===== config.mk =====
export PLATFORM = sky130hd
export DESIGN_NAME = sio_rx
export DESIGN_NICKNAME = d
export VERILOG_FILES = /design/src/rtl/sio_rx_pkg.sv /design/src/rtl/sio_rx_sync.sv /design/src/rtl/sio_rx_frame.sv /design/src/rtl/sio_rx_fifo.sv /design/src/rtl/sio_rx.sv
export SDC_FILE = /design/constraint.sdc
export NUM_CORES = 1
export LEC_CHECK = 0
export BUFFER_PORTS_ARGS = -buffer_cell sky130_fd_sc_hd__buf_2
export CAP_MARGIN = 40
export CORE_AREA = 10 10 140 142
export CTS_CLUSTER_SIZE = 24
export DETAILED_ROUTE_END_ITERATION = 7
export DIE_AREA = 0 0 150 152
export GPL_ROUTABILITY_DRIVEN = 0
export GPL_TIMING_DRIVEN = 1
export PLACE_DENSITY_LB_ADDON = 0.25
export SETUP_SLACK_MARGIN = 0.2
export SLEW_MARGIN = 20
export SYNTH_ARGS = -nofsm -noshare
export SYNTH_HDL_FRONTEND = slang
export SYNTH_SLANG_ARGS = --single-unit

===== constraint.sdc =====
create_clock -name clk -period 8.85 [get_ports clk]
set_input_delay 1.77 -clock clk [delete_from_list [all_inputs] [get_ports clk]]
set_output_delay 1.77 -clock clk [all_outputs]
set_load 0.05 [all_outputs]

===== src/rtl/sio_rx_pkg.sv =====
package sio_rx_pkg;

    typedef enum logic [2:0] {
        ST_IDLE,
        ST_START,
        ST_DATA,
        ST_PAR,
        ST_STOP,
        ST_GAP,
        ST_MARK
    } rx_state_e;

    typedef struct packed {
        logic       brk;
        logic       ferr;
        logic       perr;
        logic [7:0] data;
    } rx_char_t;

    localparam int CHAR_W = $bits(rx_char_t);

    function automatic logic [2:0] last_bit_idx(input logic [1:0] sel);
        return {1'b0, sel} + 3'd4;
    endfunction

endpackage


===== src/rtl/sio_rx_sync.sv =====
module sio_rx_sync #(
    parameter int STAGES = 2
) (
    input  logic clk,
    input  logic rst_n,
    input  logic d_in,
    output logic d_out
);
    logic [STAGES-1:0] chain_q, chain_d;

    always_comb begin
        chain_d = {chain_q[STAGES-2:0], d_in};
    end

    always_ff @(posedge clk or negedge rst_n) begin
        if (!rst_n) chain_q <= '1;
        else        chain_q <= chain_d;
    end

    assign d_out = chain_q[STAGES-1];
endmodule


===== src/rtl/sio_rx_frame.sv =====
module sio_rx_frame
    import sio_rx_pkg::*;
#(
    parameter int OVS = 16
) (
    input  logic       clk,
    input  logic       rst_n,
    input  logic       rx,
    input  logic       tick,
    input  logic [1:0] wlen_sel,
    input  logic       par_en,
    input  logic       par_even,
    input  logic       stop_two,
    output logic       push,
    output rx_char_t   chr
);
    localparam int CW = $clog2(OVS);
    localparam logic [CW-1:0] LAST_TICK  = CW'(OVS - 1);
    localparam logic [CW-1:0] START_TICK = CW'(OVS / 2 - 2);
    localparam logic [CW-1:0] GAP_TICK   = CW'(OVS / 2 - 1);

    typedef struct packed {
        rx_state_e   st;
        logic [CW-1:0] cnt;
        logic [2:0]  idx;
        logic [7:0]  shreg;
        logic        pbit;
        logic        push;
        rx_char_t    chr;
    } frame_t;

    frame_t q, d;

    always_comb begin
        d      = q;
        d.push = 1'b0;
        if (tick) begin
            unique case (q.st)
                ST_IDLE: begin
                    if (!rx) begin
                        d.st  = ST_START;
                        d.cnt = '0;
                    end
                end
                ST_START: begin
                    if (q.cnt == START_TICK) begin
                        d.cnt   = '0;
                        d.idx   = '0;
                        d.shreg = '0;
                        d.pbit  = 1'b0;
                        d.st    = rx ? ST_IDLE : ST_DATA;
                    end else begin
                        d.cnt = q.cnt + 1'b1;
                    end
                end
                ST_DATA: begin
                    if (q.cnt == LAST_TICK) begin
                        d.cnt          = '0;
                        d.shreg[q.idx] = rx;
                        if (q.idx == last_bit_idx(wlen_sel)) begin
                            d.st = par_en ? ST_PAR : ST_STOP;
                        end else begin
                            d.idx = q.idx + 1'b1;
                        end
                    end else begin
                        d.cnt = q.cnt + 1'b1;
                    end
                end
                ST_PAR: begin
                    if (q.cnt == LAST_TICK) begin
                        d.cnt  = '0;
                        d.pbit = rx;
                        d.st   = ST_STOP;
                    end else begin
                        d.cnt = q.cnt + 1'b1;
                    end
                end
                ST_STOP: begin
                    if (q.cnt == LAST_TICK) begin
                        d.cnt      = '0;
                        d.push     = 1'b1;
                        d.chr.data = q.shreg;
                        d.chr.perr = par_en & ((^q.shreg) ^ q.pbit ^ ~par_even);
                        d.chr.ferr = ~rx;
                        d.chr.brk  = ~rx & (q.shreg == 8'd0) & ~(par_en & q.pbit);
                        if (!rx)           d.st = ST_MARK;
                        else if (stop_two) d.st = ST_GAP;
                        else               d.st = ST_IDLE;
                    end else begin
                        d.cnt = q.cnt + 1'b1;
                    end
                end
                ST_GAP: begin
                    if (q.cnt == GAP_TICK) begin
                        d.cnt = '0;
                        d.st  = ST_IDLE;
                    end else begin
                        d.cnt = q.cnt + 1'b1;
                    end
                end
                ST_MARK: begin
                    if (rx) d.st = ST_IDLE;
                end
                default: d.st = ST_IDLE;
            endcase
        end
    end

    always_ff @(posedge clk or negedge rst_n) begin
        if (!rst_n) q <= '{st: ST_IDLE, default: '0};
        else        q <= d;
    end

    assign push = q.push;
    assign chr  = q.chr;

    // a break character always carries a framing error and zero data
    a_r5_brk_shape: assert property (@(posedge clk) disable iff (!rst_n)
        (q.push && q.chr.brk) |-> (q.chr.ferr && q.chr.data == 8'd0));

    // one character never yields more than a single push cycle
    a_r3_push_pulse: assert property (@(posedge clk) disable iff (!rst_n)
        q.push |=> !q.push);

    // five-bit words never fill the upper data bits
    a_r1_upper_clear: assert property (@(posedge clk) disable iff (!rst_n)
        (q.push && $stable(wlen_sel) && wlen_sel == 2'b00) |-> (q.chr.data[7:5] == 3'd0));

endmodule


===== src/rtl/sio_rx_fifo.sv =====
module sio_rx_fifo
    import sio_rx_pkg::*;
#(
    parameter int DEPTH = 16
) (
    input  logic     clk,
    input  logic     rst_n,
    input  logic     fifo_on,
    input  logic     push,
    input  rx_char_t wdata,
    input  logic     pop_req,
    input  logic     status_rd,
    input  logic     clr,
    output rx_char_t head,
    output logic     not_empty,
    output logic     ovr
);
    localparam int AW = (DEPTH > 1) ? $clog2(DEPTH) : 1;
    localparam int NW = $clog2(DEPTH + 1);
    localparam logic [AW-1:0] LAST_PTR = AW'(DEPTH - 1);
    localparam logic [NW-1:0] FULL_CNT = NW'(DEPTH);

    typedef struct packed {
        logic [AW-1:0] wr;
        logic [AW-1:0] rd;
        logic [NW-1:0] cnt;
        logic          ovr;
    } ctl_t;

    ctl_t     q, d;
    rx_char_t mem_q [DEPTH];
    logic     cap_full, pop, accept, wr_en;

    always_comb begin
        cap_full = fifo_on ? (q.cnt == FULL_CNT) : (q.cnt != '0);
        pop      = pop_req && (q.cnt != '0);
        accept   = push && (!cap_full || pop);
        wr_en    = accept && !clr;
        d        = q;
        if (clr) begin
            d.wr  = '0;
            d.rd  = '0;
            d.cnt = '0;
        end else begin
            if (accept) d.wr = (q.wr == LAST_PTR) ? '0 : q.wr + 1'b1;
            if (pop)    d.rd = (q.rd == LAST_PTR) ? '0 : q.rd + 1'b1;
            d.cnt = q.cnt + NW'(accept) - NW'(pop);
        end
        if (push && !accept && !clr) d.ovr = 1'b1;
        else if (status_rd)          d.ovr = 1'b0;
    end

    always_ff @(posedge clk or negedge rst_n) begin
        if (!rst_n) q <= '0;
        else        q <= d;
    end

    for (genvar g = 0; g < DEPTH; g++) begin : g_slot
        always_ff @(posedge clk or negedge rst_n) begin
            if (!rst_n)                               mem_q[g] <= '0;
            else if (wr_en && q.wr == AW'(g))         mem_q[g] <= wdata;
        end
    end

    assign not_empty = (q.cnt != '0);
    assign head      = not_empty ? mem_q[q.rd] : '0;
    assign ovr       = q.ovr;

    // occupancy never exceeds the queue depth
    a_r6_cnt_bound: assert property (@(posedge clk) disable iff (!rst_n)
        q.cnt <= FULL_CNT);

    // a push refused for lack of room raises the overrun flag
    a_r8_overrun_set: assert property (@(posedge clk) disable iff (!rst_n)
        (push && cap_full && !pop && !clr) |=> q.ovr);

    // a read of empty storage leaves it empty
    a_r11_empty_read: assert property (@(posedge clk) disable iff (!rst_n)
        (pop_req && q.cnt == '0 && !push && !clr) |=> (q.cnt == '0));

    // a clear empties the storage
    a_r10_clear: assert property (@(posedge clk) disable iff (!rst_n)
        clr |=> !not_empty);

    // in single-register mode a full slot stays at one entry
    a_r7_single: assert property (@(posedge clk) disable iff (!rst_n)
        (!fifo_on && q.cnt == NW'(1) && !pop_req && !clr) |=> (q.cnt == NW'(1)));

endmodule


===== src/rtl/sio_rx.sv =====
module sio_rx
    import sio_rx_pkg::*;
#(
    parameter int DEPTH     = 16,
    parameter int OVS       = 16,
    parameter int SYNC_STGS = 2
) (
    input  logic       clk,
    input  logic       rst_n,
    input  logic       rx_in,
    input  logic       tick16,
    input  logic [1:0] wlen_sel,
    input  logic       par_en,
    input  logic       par_even,
    input  logic       stop_two,
    input  logic       fifo_on,
    input  logic       rd_strobe,
    input  logic       status_rd,
    input  logic       fifo_clr,
    output logic [7:0] rd_data,
    output logic       rd_perr,
    output logic       rd_ferr,
    output logic       rd_brk,
    output logic       data_rdy,
    output logic       overrun
);
    logic     rx_s;
    logic     push;
    rx_char_t chr;
    rx_char_t head;

    sio_rx_sync #(.STAGES(SYNC_STGS)) u_sync (
        .clk   (clk),
        .rst_n (rst_n),
        .d_in  (rx_in),
        .d_out (rx_s)
    );

    sio_rx_frame #(.OVS(OVS)) u_frame (
        .clk      (clk),
        .rst_n    (rst_n),
        .rx       (rx_s),
        .tick     (tick16),
        .wlen_sel (wlen_sel),
        .par_en   (par_en),
        .par_even (par_even),
        .stop_two (stop_two),
        .push     (push),
        .chr      (chr)
    );

    sio_rx_fifo #(.DEPTH(DEPTH)) u_fifo (
        .clk       (clk),
        .rst_n     (rst_n),
        .fifo_on   (fifo_on),
        .push      (push),
        .wdata     (chr),
        .pop_req   (rd_strobe),
        .status_rd (status_rd),
        .clr       (fifo_clr),
        .head      (head),
        .not_empty (data_rdy),
        .ovr       (overrun)
    );

    assign rd_data = head.data;
    assign rd_perr = head.perr;
    assign rd_ferr = head.ferr;
    assign rd_brk  = head.brk;

    // an empty store presents all-zero read outputs
    a_r9_empty_zero: assert property (@(posedge clk) disable iff (!rst_n)
        !data_rdy |-> (rd_data == 8'd0 && !rd_perr && !rd_ferr && !rd_brk));

endmodule


# == Word-level counts from Yosys, hierarchy flattened ==
# Cells that the tools add are included.
# classes
reduce_logical,44
n_div,0
eq_ne,36
shift,0
mul,0
muxes,41
bitwise_logic,10
addsub,7
order_cmp,3
# op_table
op,n
$mux 12,4
$bmux 11 s4,1
$mux 11,4
$eq 4x4->1 const B,10
$mux 3,11
$mux 4,7
$eq 4x3->1 const B,6
$logic_and 1x1->1,22
$pmux 11 s2,1
$pmux 3 s7,1
$pmux 4 s4,1
$mux 13,1
$add 4x1->4 const B,3
$ne 2x1->1 const B,6
$reduce_bool 2->1,5
$eq 3x3->1 const B,3
$reduce_and 9->1,1
$bwmux 8,1
$eq 4x2->1 const B,2
$logic_not 8->1,1
$reduce_and 4->1,2
$reduce_xor 8->1,1
$mux 7,1
$eq 3x2->1 const B,2
other kinds (29),44
# word_totals
word_cells,220
ramBits,0
register_bits,223
out_inout_bits,13
latchBits,0
romBits,0
n_memories,0
inputBits,13

# == Logic depth before layout (Yosys ltp) ==
# logic_depth
ltp_word,9
mapped_depth,14
ltp_nobuf,13

# == Cells and area by module ==
# From an unflattened synthesis, not the netlist that was laid out.
# unflattened
cells_unflattened,811
hier_area_um2,11056.9
# modules_own_cells
mod,seq_area_each_um2,instances,area_each_um2,cells_each
sio_rx_fifo,4754.6,1,8908.5,588
sio_rx_frame,775.7,1,2095.8,221
sio_rx_sync,52.6,1,52.6,2

# == Worst setup path after synthesis ==
# Ideal clock, no wire load.
# synth_timing
path_kind,register to output
startpoint,register u_fifo.q[6] (netlist bit)
endpoint,output port rd_brk
t_required_ns,7.080
path_stages_with_launch,6
path_slack_ns,4.815
path_buffers,2
arrival_time_ns,2.265
path_cell_list,dfrtp_1 -> buf_2 -> buf_2 -> mux4_2 -> mux4_2 -> and2_1
# synth_between
elab_chain_len,5
# synth_rtl
item,line_no,source
start: declaration,sio_rx_fifo.sv:30,"ctl_t q, d;"
start signal: assignment,sio_rx_fifo.sv:54,if (!rst_n) q <= '0;
start signal: assignment,sio_rx_fifo.sv:55,else q <= d;
$not 4->5 (implied by the code),sio_rx_fifo.sv:66,assign head = not_empty ? mem_q[q.rd] : '0;
$bmux 11 s4,sio_rx_fifo.sv:66,
$mux 11 (implied by the code) (2 in series),sio_rx_fifo.sv:66,
$mux 11,sio_rx_fifo.sv:66,
end: declaration,sio_rx.sv:23,"output logic rd_brk,"
# Every way passes these cells. The select of a mux whose other input is x is not followed.

# == Final worst setup path ==
# layout_timing
startpoint,register u_fifo.q[6] (netlist bit)
endpoint,output port rd_data[3]
# layout_between
elab_chain_len,5
# layout_rtl
item,line_no,source
$not 4->5 (implied by the code),sio_rx_fifo.sv:66,
$bmux 11 s4,sio_rx_fifo.sv:66,
$mux 11 (implied by the code) (2 in series),sio_rx_fifo.sv:66,
$mux 11,sio_rx_fifo.sv:66,
end: declaration,sio_rx.sv:20,"output logic [7:0] rd_data,"
# Every way passes these cells. The select of a mux whose other input is x is not followed.

==> results.py <==
metrics = {
    "run_status": {
        "status": "finished clean",
    },
    "cells_and_area": {
        "areaGrowthSynthToFinish_pct": 10.4,
        "multiInputGateArea_um2": 4830,
        "regArea_um2": 5590,
        "nets": 822,
        "antennaDiodeCount": 0,
        "final_cell_area_um2": 11900,
        "drive_gt1_share_pct": 40.9,
        "fill_cells": 1168,
    },
    "die": {
        "start_util_pct": 63.8,
        "die_area_um2": 22800,
        "boundaryPins": 26,
        "core_um2": 16900,
        "rows": 48,
        "die_x_um": 150,
        "die_h_um": 152,
    },
    "cts": {
        "cts_buffer_depth": 3,
        "cts_resized": 0,
        "clk_pin_slew_worst_paths_ps": 60,
        "cts_tree": "built",
        "root_buffer": "clkbuf_16",
        "clock-sinks": 223,
        "post-cts-setup-buffers": 0,
        "hold_buffers": 0,
        "cts_max_level": 1,
        "clk_latency_ps": 510,
        "cts_buffers": 24,
    },
    "place": {
        "place_area_um2": 11100,
        "portBuffers": 25,
        "dp_hpwl_mm": 15.3,
    },
    "worst_hold_path": {
        "min_path_type": "reg2reg",
        "hold_depth": 0,
    },
    "logic_synthesis": {
        "synthAdderAreaFrac_pct": 2.27,
        "synth-xor-area-share_pct": 1.13,
        "synth_edf_count": 0,
        "syn_inst": 777,
        "synth_cell_types": 56,
        "yosys_warnings": 0,
        "synthesis.nets": 809,
        "synth_top_family_by_area": "multiplexers",
        "synth_area_um2": 10800,
        "synth_simple_gate_area_share_pct": 5.95,
        "synth_mux_area_share_pct": 30.8,
        "syn_avg_cell_area_um2": 13.9,
        "synth-seq-cells": 223,
        "synth-main-ff-cell": "dfrtp_1",
        "synth_compound_gate_area_share_pct": 4.49,
        "async_flop_share_pct": 100,
        "ys_seq_area_share_pct": 51.7,
    },
    "sta": {
        "maxSlewViolCount": 0,
        "finalSetupViolCount": 0,
        "finalHoldViolations": 0,
        "worst_pin_slew_ps": 826,
        "fin_crit_sh_pct": 58.3,
        "slew_headroom_pct": 44.9,
        "finalCriticalPeriod_ps": 5160,
        "rsz0062_at_grt": "false",
        "tns_ps": 0,
        "fmax_mhz": 194,
        "fin_skew_ps": 11.6,
    },
    "routing": {
        "route.detailed.drc": 0,
        "first_pass_iters": 5,
        "ant_nets": 0,
        "drt-initial-drc-count": 482,
        "route.vias.total": 6558,
        "wl_mm": 24.0,
        "drt-vias-per-instance": 6.37,
        "post_drt_wl_per_cell_um": 23.3,
    },
    "setup_path": {
        "crit_required_ps": 7080,
        "crit_arrival_ps": 3390,
        "critical_path.max_stage_delay_ps": 770,
        "path_cells": "buf_4, mux4_2, mux4_2, and2_1, buf_2",
        "critPathLaunchType": "register",
        "critPathKind": "reg2out",
        "endpoint_kind": "output pin",
        "cp_max_fo": 30,
        "cp_common_cell": "mux4_2",
        "reg2regPathDepth": 7,
        "slowest_stage": "dfrtp_2",
    },
    "global_routing": {
        "grt_usage_pct": 21.3,
        "grt_pass1_wl_mm": 39.0,
        "grt_max_degree": 148,
        "grt_overflow_total": 0,
        "antenna_found_initial": 0,
        "grt_pass1_vias": 6967,
    },
    "flow_run": {
        "drv_cap": 0,
    },
    "pwr": {
        "p_per_area_nw_per_um2": 208,
        "netSwitchingFraction_pct": 28.3,
        "p_leak_uw": 0.00555,
        "power_frac_seq_pct": 46.2,
        "clkPwrFrac_pct": 37.8,
        "p_int_uw": 1770,
        "power_switching_uw": 701,
        "ir_drop_v": 0.000194,
        "combPwrFrac_pct": 16.0,
    },
}
[per-layer routing]
metal  part of all wire (%)  up-vias  track usage, %
li1                       -     2825               -
met2                     50      212            34.7
met1                     42     3467            28.6
met5                      0        -               0
met4                    2.9        0            6.25
met3                    5.3       54            3.89
[final cells by class]
type	instances	share of cell area, %
Clock buffer	35	5.89
Clock inverter	5	0.304
Inverter	30	0.944
Multi-Input combinational cell	466	40.5
Sequential cell	223	46.8
Tap cell	225	2.36
Timing Repair Buffer	45	3.16
[worst paths after layout]
path                                                  start                            end  slack, ps
worst max-delay path                u_fifo.q[6]$_DFFE_PN0P_                     rd_data[3]       3690
worst min-delay path            u_sync.chain_q[0]$_DFF_PN1_    u_sync.chain_q[1]$_DFF_PN1_        360
worst max register to register        u_fifo.q[4]$_DFF_PN0_  u_fifo.mem_q[164]$_DFFE_PN0P_       5630
worst min register to register  u_sync.chain_q[0]$_DFF_PN1_    u_sync.chain_q[1]$_DFF_PN1_        360
max in group asynchronous                             rst_n  u_fifo.mem_q[130]$_DFFE_PN0P_       6330
min in group asynchronous                             rst_n      u_frame.q[27]$_DFFE_PN0P_       1160
[registers in the layout, summed over array words and instances, names as in the netlist]
name / count
u_frame.chr: 11
u_fifo.ovr: 1
u_fifo.mem_q: 176
u_fifo.q: 13
u_frame.push: 1
u_frame.q: 19
u_sync.chain_q: 2
[cell usage in the layout, fill, tap and decap left out, types with 6 or more instances in the layout]
cell and instances:
nand2b_1 7, mux4_2 55, and2_1 13, nand3_1 6
clkbuf_16 24, nor2_1 28, nand2_1 34, buf_4 11
buf_2 24, mux2_4 20, o21ai_0 30, clkbuf_8 6
mux2_2 157, a21oi_1 18, dfrtp_1 219, xnor2_1 9
ha_1 18, inv_1 30
[synthesized netlist by cell type (3+ instances only)]
cell type    n  area (um2)
buf_2       16        80.1
and2_1      13        81.3
a31oi_1      5        31.3
nand4b_1     3        26.3
o31ai_1      3        22.5
nand2_1     34         128
xnor2_1      9        78.8
xor2_1       5        43.8
nand3b_1     3        22.5
o21ai_0     30         150
nor3_1       3        15.0
nor2b_1      4        25.0
buf_1        4        15.0
nand2b_1     7        43.8
a21oi_1     18        90.1
o41ai_1      5        43.8
mux4_2      55        1240
mux2_4      20         300
ha_1        18         225
clkbuf_1    34         128
nor2_4       4        45.0
nand3_1      6        30.0
mux2_2     157        1770
dfrtp_1    221        5530
inv_1       30         113
nor2_1      31         116
[kinds of logic (layout without fill, tap and decap cells)]
kind of cell	after synthesis	after routing
adder cells (fa/ha/maj)	19	19
AO/OA/AOI/OAI	78	78
buffers and inverters	88	115
flip-flops	223	223
AND/OR/NAND/NOR	121	121
XOR/XNOR	14	14
multiplexers	234	234
[critical path: cells and delay by family, from the launching register on]
family	cells	cell delay, ps
DFF	1	770
muxes	2	1110
and+or+nand+nor	1	170
buffers and inverters	2	800
[through the flow]
stage | power [uW] | std cells | util, % | hold WS (ps) | setup slack [ps]
after CTS | 2490 | 1026 | 70.1 | 362 | 3620
after floorplan | 1450 | 777 | - | 345 | 4810
final | 2480 | 1029 | 70.4 | 360 | 3690
after detailed placement | 1560 | 986 | 65.8 | 351 | 4180
after global routing | 2580 | 1029 | 70.4 | 367 | 3500
after global placement | 1520 | 980 | 65.1 | 348 | 4220
[power by group through the flow]
stage,Sequential (uW),Combinational [uW],Clock [uW]
after floorplan,1100,349,0
after global placement,1170,356,0
after detailed placement,1160,396,0
after CTS,1140,398,950
after global routing,1160,439,986
final,1140,395,936
(Power assumes the default switching activity.)
